$ cat src/rtl/sdlc_tx_pkg.sv
package sdlc_tx_pkg;

  localparam logic [7:0] FLAG_OCTET = 8'h7E;

  typedef enum logic [2:0] {
    ST_IDLE,
    ST_OPEN,
    ST_DATA,
    ST_FCS_LO,
    ST_FCS_HI,
    ST_CLOSE
  } txState_e;

  typedef enum logic [1:0] {
    SRC_FLAG,
    SRC_DATA,
    SRC_FCS_LO,
    SRC_FCS_HI
  } loadSrc_e;

  // strobes from the sequencer to the datapath, valid in enable cycles
  typedef struct packed {
    logic     step;       // put the next bit on the line
    logic     load;       // that bit is bit 0 of a freshly loaded octet
    loadSrc_e src;        // which octet to load
    logic     stuff;      // put an inserted zero on the line
    logic     mark;       // put idle mark on the line
    logic     crcInit;    // preset the check register
    logic     crcFeed;    // fold the emitted bit into the check register
    logic     countOnes;  // emitted bit is subject to zero insertion
  } dpCtl_t;

endpackage

$ cat src/rtl/sdlc_tx_dp.sv
module sdlc_tx_dp
  import sdlc_tx_pkg::*;
#(
  parameter int DATA_W = 8,
  parameter int STUFF_RUN = 5,
  parameter logic [2*DATA_W-1:0] CRC_POLY = 16'h8408
) (
  input  logic              clk,
  input  logic              rstN,
  input  logic              txClkEn,
  input  dpCtl_t            ctl,
  input  logic [DATA_W-1:0] txData,
  output logic              txd,
  output logic              stuffDue
);

  localparam int CRC_W = 2 * DATA_W;
  localparam int RUN_W = $clog2(STUFF_RUN + 1);

  logic [DATA_W-1:0] shreg;
  logic [DATA_W-1:0] loadVal;
  logic [CRC_W-1:0]  crc;
  logic [RUN_W-1:0]  onesCnt;
  logic              emitBit;
  logic              crcFb;

  always_comb begin
    case (ctl.src)
      SRC_FLAG:   loadVal = DATA_W'(FLAG_OCTET);
      SRC_DATA:   loadVal = txData;
      SRC_FCS_LO: loadVal = ~crc[DATA_W-1:0];
      default:    loadVal = ~crc[CRC_W-1:DATA_W];
    endcase
  end

  assign emitBit  = ctl.load ? loadVal[0] : shreg[0];
  assign crcFb    = crc[0] ^ emitBit;
  assign stuffDue = (onesCnt == RUN_W'(STUFF_RUN));

  always_ff @(posedge clk or negedge rstN) begin
    if (!rstN) begin
      txd     <= 1'b1;
      shreg   <= '0;
      crc     <= '1;
      onesCnt <= '0;
    end else if (txClkEn) begin
      if (ctl.mark) begin
        txd <= 1'b1;
      end else if (ctl.stuff) begin
        txd <= 1'b0;
      end else if (ctl.step) begin
        txd   <= emitBit;
        shreg <= ctl.load ? (loadVal >> 1) : (shreg >> 1);
      end

      if (ctl.crcInit) begin
        crc <= '1;
      end else if (ctl.crcFeed) begin
        crc <= (crc >> 1) ^ (crcFb ? CRC_POLY : '0);
      end

      if (ctl.step && ctl.countOnes) begin
        onesCnt <= emitBit ? onesCnt + RUN_W'(1) : '0;
      end else begin
        onesCnt <= '0;
      end
    end
  end

endmodule

$ cat src/rtl/sdlc_tx_ctrl.sv
module sdlc_tx_ctrl
  import sdlc_tx_pkg::*;
#(
  parameter int DATA_W = 8
) (
  input  logic   clk,
  input  logic   rstN,
  input  logic   txClkEn,
  input  logic   txValid,
  input  logic   txEom,
  input  logic   stuffDue,
  output dpCtl_t ctl,
  output logic   txReady,
  output logic   inFrame,
  output logic   frameEnd
);

  localparam int CNT_W = $clog2(DATA_W + 1);
  localparam logic [CNT_W-1:0] BYTE_END = CNT_W'(DATA_W);
  localparam logic [CNT_W-1:0] FIRST_BIT = CNT_W'(1);

  txState_e         st, stNxt;
  logic [CNT_W-1:0] bitCnt, bitNxt;
  logic             lastByte, lastNxt;
  logic             byteDone;

  function automatic dpCtl_t loadCtl(loadSrc_e s, logic feed, logic cnt);
    dpCtl_t c;
    c = '0;
    c.step = 1'b1;
    c.load = 1'b1;
    c.src = s;
    c.crcFeed = feed;
    c.countOnes = cnt;
    return c;
  endfunction

  function automatic dpCtl_t shiftCtl(logic feed, logic cnt);
    dpCtl_t c;
    c = '0;
    c.step = 1'b1;
    c.crcFeed = feed;
    c.countOnes = cnt;
    return c;
  endfunction

  assign byteDone = (bitCnt == BYTE_END);
  assign inFrame  = (st != ST_IDLE);

  always_comb begin
    ctl      = '0;
    stNxt    = st;
    bitNxt   = bitCnt;
    lastNxt  = lastByte;
    txReady  = 1'b0;
    frameEnd = 1'b0;
    if (txClkEn) begin
      case (st)
        ST_IDLE: begin
          if (txValid) begin
            ctl         = loadCtl(SRC_FLAG, 1'b0, 1'b0);
            ctl.crcInit = 1'b1;
            stNxt       = ST_OPEN;
            bitNxt      = FIRST_BIT;
          end else begin
            ctl.mark = 1'b1;
          end
        end
        ST_OPEN: begin
          if (!byteDone) begin
            ctl    = shiftCtl(1'b0, 1'b0);
            bitNxt = bitCnt + 1'b1;
          end else begin
            txReady = 1'b1;
            bitNxt  = FIRST_BIT;
            if (txValid) begin
              ctl     = loadCtl(SRC_DATA, 1'b1, 1'b1);
              stNxt   = ST_DATA;
              lastNxt = txEom;
            end else begin
              ctl   = loadCtl(SRC_FCS_LO, 1'b0, 1'b1);
              stNxt = ST_FCS_LO;
            end
          end
        end
        ST_DATA: begin
          if (stuffDue) begin
            ctl.stuff = 1'b1;
          end else if (!byteDone) begin
            ctl    = shiftCtl(1'b1, 1'b1);
            bitNxt = bitCnt + 1'b1;
          end else begin
            txReady = !lastByte;
            bitNxt  = FIRST_BIT;
            if (!lastByte && txValid) begin
              ctl     = loadCtl(SRC_DATA, 1'b1, 1'b1);
              lastNxt = txEom;
            end else begin
              ctl   = loadCtl(SRC_FCS_LO, 1'b0, 1'b1);
              stNxt = ST_FCS_LO;
            end
          end
        end
        ST_FCS_LO: begin
          if (stuffDue) begin
            ctl.stuff = 1'b1;
          end else if (!byteDone) begin
            ctl    = shiftCtl(1'b0, 1'b1);
            bitNxt = bitCnt + 1'b1;
          end else begin
            ctl    = loadCtl(SRC_FCS_HI, 1'b0, 1'b1);
            stNxt  = ST_FCS_HI;
            bitNxt = FIRST_BIT;
          end
        end
        ST_FCS_HI: begin
          if (stuffDue) begin
            ctl.stuff = 1'b1;
          end else if (!byteDone) begin
            ctl    = shiftCtl(1'b0, 1'b1);
            bitNxt = bitCnt + 1'b1;
          end else begin
            ctl    = loadCtl(SRC_FLAG, 1'b0, 1'b0);
            stNxt  = ST_CLOSE;
            bitNxt = FIRST_BIT;
          end
        end
        ST_CLOSE: begin
          if (!byteDone) begin
            ctl    = shiftCtl(1'b0, 1'b0);
            bitNxt = bitCnt + 1'b1;
          end else begin
            ctl.mark = 1'b1;
            frameEnd = 1'b1;
            stNxt    = ST_IDLE;
            bitNxt   = '0;
            lastNxt  = 1'b0;
          end
        end
        default: begin
          ctl.mark = 1'b1;
          stNxt    = ST_IDLE;
          bitNxt   = '0;
        end
      endcase
    end
  end

  always_ff @(posedge clk or negedge rstN) begin
    if (!rstN) begin
      st       <= ST_IDLE;
      bitCnt   <= '0;
      lastByte <= 1'b0;
    end else begin
      st       <= stNxt;
      bitCnt   <= bitNxt;
      lastByte <= lastNxt;
    end
  end

endmodule

$ cat src/rtl/sdlc_rts_release.sv
module sdlc_rts_release (
  input  logic clk,
  input  logic rstN,
  input  logic txClkEn,
  input  logic cfgSdlc,
  input  logic cfgFlagFill,
  input  logic cfgAutoRelease,
  input  logic rtsReq,
  input  logic inFrame,
  input  logic frameEnd,
  output logic rtsActive
);

  logic autoMode;
  logic holdPin;

  // self-timed release only in bit-oriented mode without flag fill
  assign autoMode = cfgAutoRelease & cfgSdlc & ~cfgFlagFill;
  // keep an already active pin while the frame has not finished its flag
  assign holdPin  = autoMode & rtsActive & inFrame & ~frameEnd;

  always_ff @(posedge clk or negedge rstN) begin
    if (!rstN) begin
      rtsActive <= 1'b0;
    end else if (txClkEn) begin
      rtsActive <= rtsReq | holdPin;
    end
  end

endmodule

$ cat src/rtl/sdlc_frame_tx.sv
module sdlc_frame_tx
  import sdlc_tx_pkg::*;
#(
  parameter int DATA_W = 8,
  parameter int STUFF_RUN = 5,
  parameter logic [2*DATA_W-1:0] CRC_POLY = 16'h8408
) (
  input  logic              clk,
  input  logic              rstN,
  input  logic              txClkEn,
  input  logic              cfgSdlc,
  input  logic              cfgFlagFill,
  input  logic              cfgAutoRelease,
  input  logic              rtsReq,
  input  logic [DATA_W-1:0] txData,
  input  logic              txValid,
  input  logic              txEom,
  output logic              txReady,
  output logic              txd,
  output logic              rtsActive
);

  dpCtl_t ctlBus;
  logic   stuffDue;
  logic   inFrame;
  logic   frameEnd;

  sdlc_tx_ctrl #(.DATA_W(DATA_W)) u_ctrl (
    .clk      (clk),
    .rstN     (rstN),
    .txClkEn  (txClkEn),
    .txValid  (txValid),
    .txEom    (txEom),
    .stuffDue (stuffDue),
    .ctl      (ctlBus),
    .txReady  (txReady),
    .inFrame  (inFrame),
    .frameEnd (frameEnd)
  );

  sdlc_tx_dp #(
    .DATA_W    (DATA_W),
    .STUFF_RUN (STUFF_RUN),
    .CRC_POLY  (CRC_POLY)
  ) u_dp (
    .clk      (clk),
    .rstN     (rstN),
    .txClkEn  (txClkEn),
    .ctl      (ctlBus),
    .txData   (txData),
    .txd      (txd),
    .stuffDue (stuffDue)
  );

  sdlc_rts_release u_rts (
    .clk            (clk),
    .rstN           (rstN),
    .txClkEn        (txClkEn),
    .cfgSdlc        (cfgSdlc),
    .cfgFlagFill    (cfgFlagFill),
    .cfgAutoRelease (cfgAutoRelease),
    .rtsReq         (rtsReq),
    .inFrame        (inFrame),
    .frameEnd       (frameEnd),
    .rtsActive      (rtsActive)
  );

endmodule

$ cat config.mk
export PLATFORM = sky130hd
export DESIGN_NAME = sdlc_frame_tx
export DESIGN_NICKNAME = d
export VERILOG_FILES = /design/src/rtl/sdlc_tx_pkg.sv /design/src/rtl/sdlc_tx_dp.sv /design/src/rtl/sdlc_tx_ctrl.sv /design/src/rtl/sdlc_rts_release.sv /design/src/rtl/sdlc_frame_tx.sv
export SDC_FILE = /design/constraint.sdc
export NUM_CORES = 1
export LEC_CHECK = 0
export CAP_MARGIN = 20
export CORE_AREA = 2 2 86 88
export DETAILED_ROUTE_END_ITERATION = 10
export DIE_AREA = 0 0 88 90
export GPL_TIMING_DRIVEN = 0
export HOLD_SLACK_MARGIN = 0.02
export SYNTH_ARGS = -nofsm -noshare
export SYNTH_HDL_FRONTEND = slang
export SYNTH_HIERARCHICAL = 1
export SYNTH_SLANG_ARGS = --single-unit
export TNS_END_PERCENT = 1
$ cat constraint.sdc
create_clock -name clk -period 6.71 [get_ports clk]
set_input_delay 1.342 -clock clk [delete_from_list [all_inputs] [get_ports clk]]
set_output_delay 1.342 -clock clk [all_outputs]
set_load 0.1 [all_outputs]
==> results.ini, run 1 <==
[route]
drc_errors=0
drt_iter0_markers=273
drtAntennaViolNets=0
drt_first_pass_iters=4
viasPerCell=5.28
via_count=1939
drt_wl_total_mm=5.16
routedWlPerCell_um=14.1

[clocking]
clk_latency_ns=0.29
clock_sinks=36
cts_tree=yes
htreeDepth=2
post-cts-setup-buffers=0
numCtsBuffers=5
post_cts_resized=0
cts-root-buf=clkbuf_8
path_clk_slew_ns=0.08
hold_buffers=0
clk_path_buf_depth=2

[sta]
max_freq_ghz=0.192
hold_viol=0
fin_crit_sh_pct=77.5
holdWs_ns=0.513
tns_ns=0
setup_viol_count_final=0
min_period_ns=5.20
maxSlewHeadroom_pct=35.3
rsz0062_at_grt=false
worst_pin_slew_ns=0.968
drv_slew=0
skew_ns=0.00949

[logic_synthesis]
syn_inst=241
synthArstFlopShare_pct=100
netlist_area_um2=2290
syn_avg_cell_area_um2=9.49
synth_edf_count=0
ys_ff_latch=36
ys_seq_area_share_pct=40.3
synth_flop_cell=dfrtp_1
yosysUniqueCellTypes=55
synth_warnings=6
synth_fp_nets=262

[floorplan]
initial_core_util_pct=32.6
row_count=31
die_h_um=90
core_area_um2=7020
die_x_um=88
boundaryPins=20
dieArea_um2=7920

[hold_path]
hp-start=u_dp/onesCnt[2]
hp-class=reg -> reg

[pwr]
power_per_cell_area_nw_per_um2=428
vdd_drop_max_v=0.000136
power_mw=1.15
leakage_nw=1.05

[worst_setup_path]
critical_path_required_ns=5.37
cp_cell_sequence=clkdlybuf4s50_1 > nand2_1 > nor2_1 > clkdlybuf4s50_1
worstPathArrival_ns=3.86
crit_path_end_kind=output pin
startpoint=txClkEn
critPathLaunchType=input port
r2r-start=u_ctrl/bitCnt[0]
cp_max_fo=15
cpMostUsedCell=clkdlybuf4s50_1
crit_slowest_cell=clkdlybuf4s50_1
cpPeakStageDelay_ns=1.14
rrSetupSlack_ns=3.69
critPathKind=in -> out

[global_route]
grt_pass1_vias=1806
track_usage_pct=13.6
grt_max_degree=37
grt_antenna_before_repair=0
grt-ovfl-total=0
grt_pass1_wl_mm=8.78

[final_layout]
nets=288
n_antenna_cell=0
area_growth_pct=17.7
drive_above_1_share_pct=17.2

[run_status]
status=finished clean

[placement]
io_buffers=19
place_congestion=0.859
dp_hpwl_mm=3.72

[flow_run]
drv_cap=0

power breakdown:
part	internal (mW)	total [mW]	switching, mW
registers	0.350	0.437	0.0865
clock network	0.0839	0.165	0.0810
logic	0.260	0.551	0.291
total	0.694	1.15	0.459
final timing paths:
path                                   end  cells past startpoint
max in group asynchronous  u_ctrl/lastByte                      1
min                        u_dp/onesCnt[2]                      1
max reg2reg                    u_dp/crc[3]                     11
min reg2reg                u_dp/onesCnt[2]                      1
max                                txReady                      4
min in group asynchronous  u_dp/onesCnt[1]                      1
registers in the layout (all words and copies together) (netlist names):
register	flops
u_dp/crc	16
u_dp/shreg	7
u_ctrl/bitCnt	4
u_ctrl/st	3
u_dp/onesCnt	3
u_ctrl/lastByte	1
u_dp/txd	1
u_rts/rtsActive	1
worst max-delay path: cells and delay by family:
family	cells	cell delay [ns]
buf+inv	2	2.01
simple gates	2	0.50
layer usage:
layer  GRT usage (%)  vias to the layer above  share of wire, %
met5               0                        -                 0
met2            19.9                       51                47
met3            2.75                        4               4.5
met1            20.6                      942                48
li1                -                      942                 -
met4            3.08                        0              0.66
Yosys cell counts (2+ instances only):
cell      instances  area (µm²)
a21oi_1          21         105
dfrtp_1          19         475
dfstp_2          17         447
nor2_1           16        60.1
o22a_1           16         140
inv_1            15        56.3
nand2_1          14        52.6
clkbuf_1         12        45.0
o21ai_0           8        40.0
mux2_2            7        78.8
nor3_1            7        35.0
a221oi_1          6        52.6
nand2b_1          6        37.5
mux2i_1           5        50.1
nor2b_1           5        31.3
o31ai_1           5        37.5
ha_1              4        50.1
nand3_1           4        20.0
buf_2             3        15.0
nand4_1           3        18.8
nor4_1            3        18.8
o22ai_1           3        18.8
a211o_1           2        17.5
a21boi_0          2        15.0
a32o_1            2        20.0
nand3b_1          2        15.0
o21a_1            2        15.0
o21bai_1          2        15.0
or2_2             2        12.5
or3_1             2        12.5
xnor3_1           2        45.0
logic make-up after synthesis:
kind of cell	Yosys count	synth area share, %
AO/OA/AOI/OAI	81	26.4
AND/OR/NAND/NOR	72	17.0
flip-flops	36	40.3
buffers and inverters	33	6.07
multiplexers	12	5.63
adder cells (fa/ha/maj)	4	2.19
XOR/XNOR	3	2.35
layout make-up:
cell class                 instances  area, µm²
buffer                            17       78.8
clock buffer                       6       82.6
clock inverter                     2       13.8
fill                             726       4330
inverter                          16       60.1
multi-input combinational        172       1230
sequential                        36        922
tap                               99        124
timing repair buffer              19        185
cell usage in the layout (no fill, tap or decap), types with 7 or more instances in the layout:
master	instances
clkdlybuf4s50_1	18
mux2_2	7
o21ai_0	8
dfstp_2	17
a21oi_1	21
dfrtp_1	19
nand2_1	14
nor2_1	16
nor3_1	7
o22a_1	16
inv_1	15
clkbuf_1	12
per-stage QoR:
step | cells | utilization (%) | setup WS, ns | area [µm²]
finish | 367 | 38.4 | 1.51 | 2690
global route | 367 | 38.4 | 1.40 | 2690
CTS | 367 | 38.4 | 1.49 | 2690
detailed placement | 359 | 37.0 | 1.49 | 2600
global placement | 359 | 37.1 | 1.49 | 2600
floorplan | 241 | - | 2.64 | 2290
Note: power is estimated with default switching activity, not from simulation.
==> inputs of run 2 (changes only) <==
clock period = 5.31 ns   (was 6.71 ns; I/O delays follow)
==> results of run 2 <==
The final DEF is identical to that of run 1. Status: finished clean.
Main changes from that run: setup slack after placement 1.49 ns -> 0.652 ns; setup slack after layout 1.51 ns -> 0.667 ns; register-to-register setup slack 3.69 ns -> 2.29 ns; total power 1.15 mW -> 1.46 mW; worst IR drop on VDD 0.000136 V -> 0.000171 V
==> inputs of run 3 (changes only) <==
ABC_AREA = 1   (was default)
CORE_AREA = 2 2 85 87   (was 2 2 86 88)
CTS_CLUSTER_DIAMETER = 100   (was default)
DIE_AREA = 0 0 87 89   (was 0 0 88 90)
clock period = 5.85 ns   (was 5.31 ns; I/O delays follow)
==> results.ini, run 3 <==
[run_status]
status=finished clean

[floorplan]
initial_core_util_pct=34.0  ; +1.4 points
boundaryPins=20  ; unchanged
row_count=30  ; -3.2%
die_h_um=89  ; -1.1%
dieArea_um2=7740  ; -2.2%
core_area_um2=6720  ; -4.3%
die_x_um=87  ; -1.1%

[worst_setup_path]
critical_path_required_ns=4.68
cpPeakStageDelay_ns=1.16  ; +0.02 ns
cp_cell_sequence=clkdlybuf4s50_1 > clkinv_1 > a21oi_1 > clkdlybuf4s50_1
r2r-end=u_dp/onesCnt[0]
worstRegToRegCells=14  ; +3
crit_slowest_cell=clkdlybuf4s50_1
cpMostUsedCell=clkdlybuf4s50_1
worstPathArrival_ns=3.75
rrSetupSlack_ns=3.38
critPathLaunchType=input port
r2r-start=u_ctrl/bitCnt[0]
crit_path_end_kind=output pin
crit_family=buffers and inverters
path_buf_inv=3  ; +1
critPathKind=in -> out
cp_max_fo=13  ; -2

[route]
drc_errors=0  ; unchanged
drt_iter0_markers=167  ; -39%
routedWlPerCell_um=12.7  ; -9.8%
drt_first_pass_iters=4  ; unchanged
drt_wl_total_mm=5.29  ; +2.5%
drtAntennaViolNets=0  ; unchanged
via_count=2098  ; +8.2%
viasPerCell=5.03  ; -4.8%

[logic_synthesis]
ys_seq_area_share_pct=40.4  ; +0.044 points
yosysUniqueCellTypes=32  ; -42%
syn_inst=310  ; +29%
synth_top_area_cell=dfrtp_1
synth_fp_nets=331  ; +26%
ys_top_cells_by_count=80 x nand2_1, 49 x inv_1, 27 x nand3_1, 21 x o21ai_0, 19 x dfrtp_1
syn_avg_cell_area_um2=7.37  ; -22%
netlist_area_um2=2280  ; -0.11%
yosysMostFrequentCell=nand2_1
synth_edf_count=0  ; unchanged
synth_flop_cell=dfrtp_1
synthArstFlopShare_pct=100  ; unchanged
synth_area_leaders=dfrtp_1 21%, dfstp_2 20%, nand2_1 13%, inv_1 8.1%, nand3_1 5.9%
ys_ff_latch=36  ; unchanged
synth_warnings=6  ; unchanged
synth_top_area_share_pct=20.8  ; +0.023 points

[clocking]
hold_buffers=0  ; unchanged
clock_sinks=36  ; unchanged
cts-root-buf=clkbuf_8
clk_latency_ns=0.29  ; about the same
numCtsBuffers=5  ; unchanged
post-cts-setup-buffers=0  ; unchanged
path_clk_slew_ns=0.08  ; about the same
htreeDepth=2  ; unchanged
post_cts_resized=0  ; unchanged
cts_tree=yes
clk_path_buf_depth=2  ; unchanged

[sta]
rsz0062_at_grt=false
drv_slew=0  ; unchanged
holdWs_ns=0.496  ; -0.0169 ns
setup_viol_count_final=0  ; unchanged
tns_ns=0  ; unchanged
fin_crit_sh_pct=84.2
skew_ns=0.00831  ; -0.00118 ns
max_freq_ghz=0.203
hold_viol=0  ; unchanged
maxSlewHeadroom_pct=34.9  ; -0.39 points
worst_pin_slew_ns=0.973  ; +0.00578 ns
min_period_ns=4.92

[global_route]
grt_max_degree=37  ; unchanged
grt_pass1_vias=1955  ; +8.3%
track_usage_pct=14.7  ; +1.0 points
grt_antenna_before_repair=0  ; unchanged
grt_pass1_wl_mm=9.10  ; +3.6%
grt-ovfl-total=0  ; unchanged

[final_layout]
n_fill_cell=700  ; -3.6%
drive_above_1_share_pct=15.1  ; -2.0 points
largest_reg_flops=16  ; unchanged
ff_latch_area_um2=922  ; unchanged
n_antenna_cell=0  ; unchanged
largestRegisters=u_dp/crc: 16 flops, u_dp/shreg: 7 flops, u_ctrl/bitCnt: 4 flops
nets=357  ; +24%
multi_input_area_um2=1110  ; -9.1%
mostFrequentLayoutCell=nand2_1
area_growth_pct=16.3
final_cell_mix=80 x nand2_1, 49 x inv_1, 27 x nand3_1, 21 x o21ai_0, 19 x dfrtp_1
top_register=u_dp/crc

[flow_run]
drv_cap=0  ; unchanged

[placement]
io_buffers=19  ; unchanged
place_congestion=0.889  ; +3.6%
dp_hpwl_mm=3.92  ; +5.3%

[pwr]
vdd_drop_max_v=0.000140
power_per_cell_area_nw_per_um2=431
leakage_nw=1.34  ; +28%

[hold_path]
hold_depth=2  ; +1
hp-class=reg -> reg
hp-start=u_dp/crc[13]
min_to=u_dp/crc[12]

run 3: tightest hold or removal path, cell delays in order (launching register included):
cell and delay, ns:
dfstp_2 0.37, inv_1 0.06, a22oi_1 0.06
run 3: through the flow:
step / std cells / instance area (µm²) / util (%) / power, mW / setup slack (ns)
floorplan: 310 / 2280 / - / 0.845 / 1.86
global placement: 409 / 2570 / 38.3 / 0.964 / 0.901
detailed placement: 409 / 2570 / 38.2 / 0.971 / 0.878
CTS: 417 / 2660 / 39.6 / 1.16 / 0.873
global route: 417 / 2660 / 39.6 / 1.25 / 0.809
finish: 417 / 2660 / 39.6 / 1.15 / 0.926
run 3: routing by layer:
metal / track usage, % / share of wire (%) / wire [µm] / vias up
met4: 4.40 / 1.1 / 60 / 0
met1: 21.0 / 50 / 2650 / 975
li1: - / - / - / 1074
met2: 22.5 / 45 / 2370 / 45
met3: 2.77 / 4.0 / 211 / 4
met5: 0 / 0 / 0 / -
run 3: worst max-delay path by stage:
stage / endpoint / startpoint / cells past startpoint / slack (ns)
CTS: txReady / txClkEn / 4 / 0.87
finish: txReady / txClkEn / 4 / 0.93
global placement: txReady / txClkEn / 4 / 0.90
global route: txReady / txClkEn / 4 / 0.81
detailed placement: txReady / txClkEn / 4 / 0.88
floorplan: txReady / txClkEn / 2 / 1.86
run 3: final cells by class:
type	instances	area share (%)
multi-input combinational	214	41.9
clock buffer	5	2.59
sequential	36	34.7
tap	80	3.77
clock inverter	3	0.706
timing repair buffer	19	6.97
buffer	6	1.69
inverter	54	7.63
run 3: power breakdown:
part | internal [mW] | switching (mW) | total [mW] | leakage (nW)
combinational | 0.184 | 0.340 | 0.524 | 0.863
sequential | 0.381 | 0.0621 | 0.443 | 0.429
clock | 0.0830 | 0.0944 | 0.177 | 0.0479
total | 0.648 | 0.497 | 1.15 | 1.34
run 3: cell families after synthesis:
kind of cell,count (synthesis),share of synthesized area (%)
DFF,36,40.4
buffers and inverters,60,10.8
and+or+nand+nor,142,27.7
xor gates and xnor gates,3,1.15
AOI/OAI and AO/OA,65,17.7
adders and majority gates,4,2.19
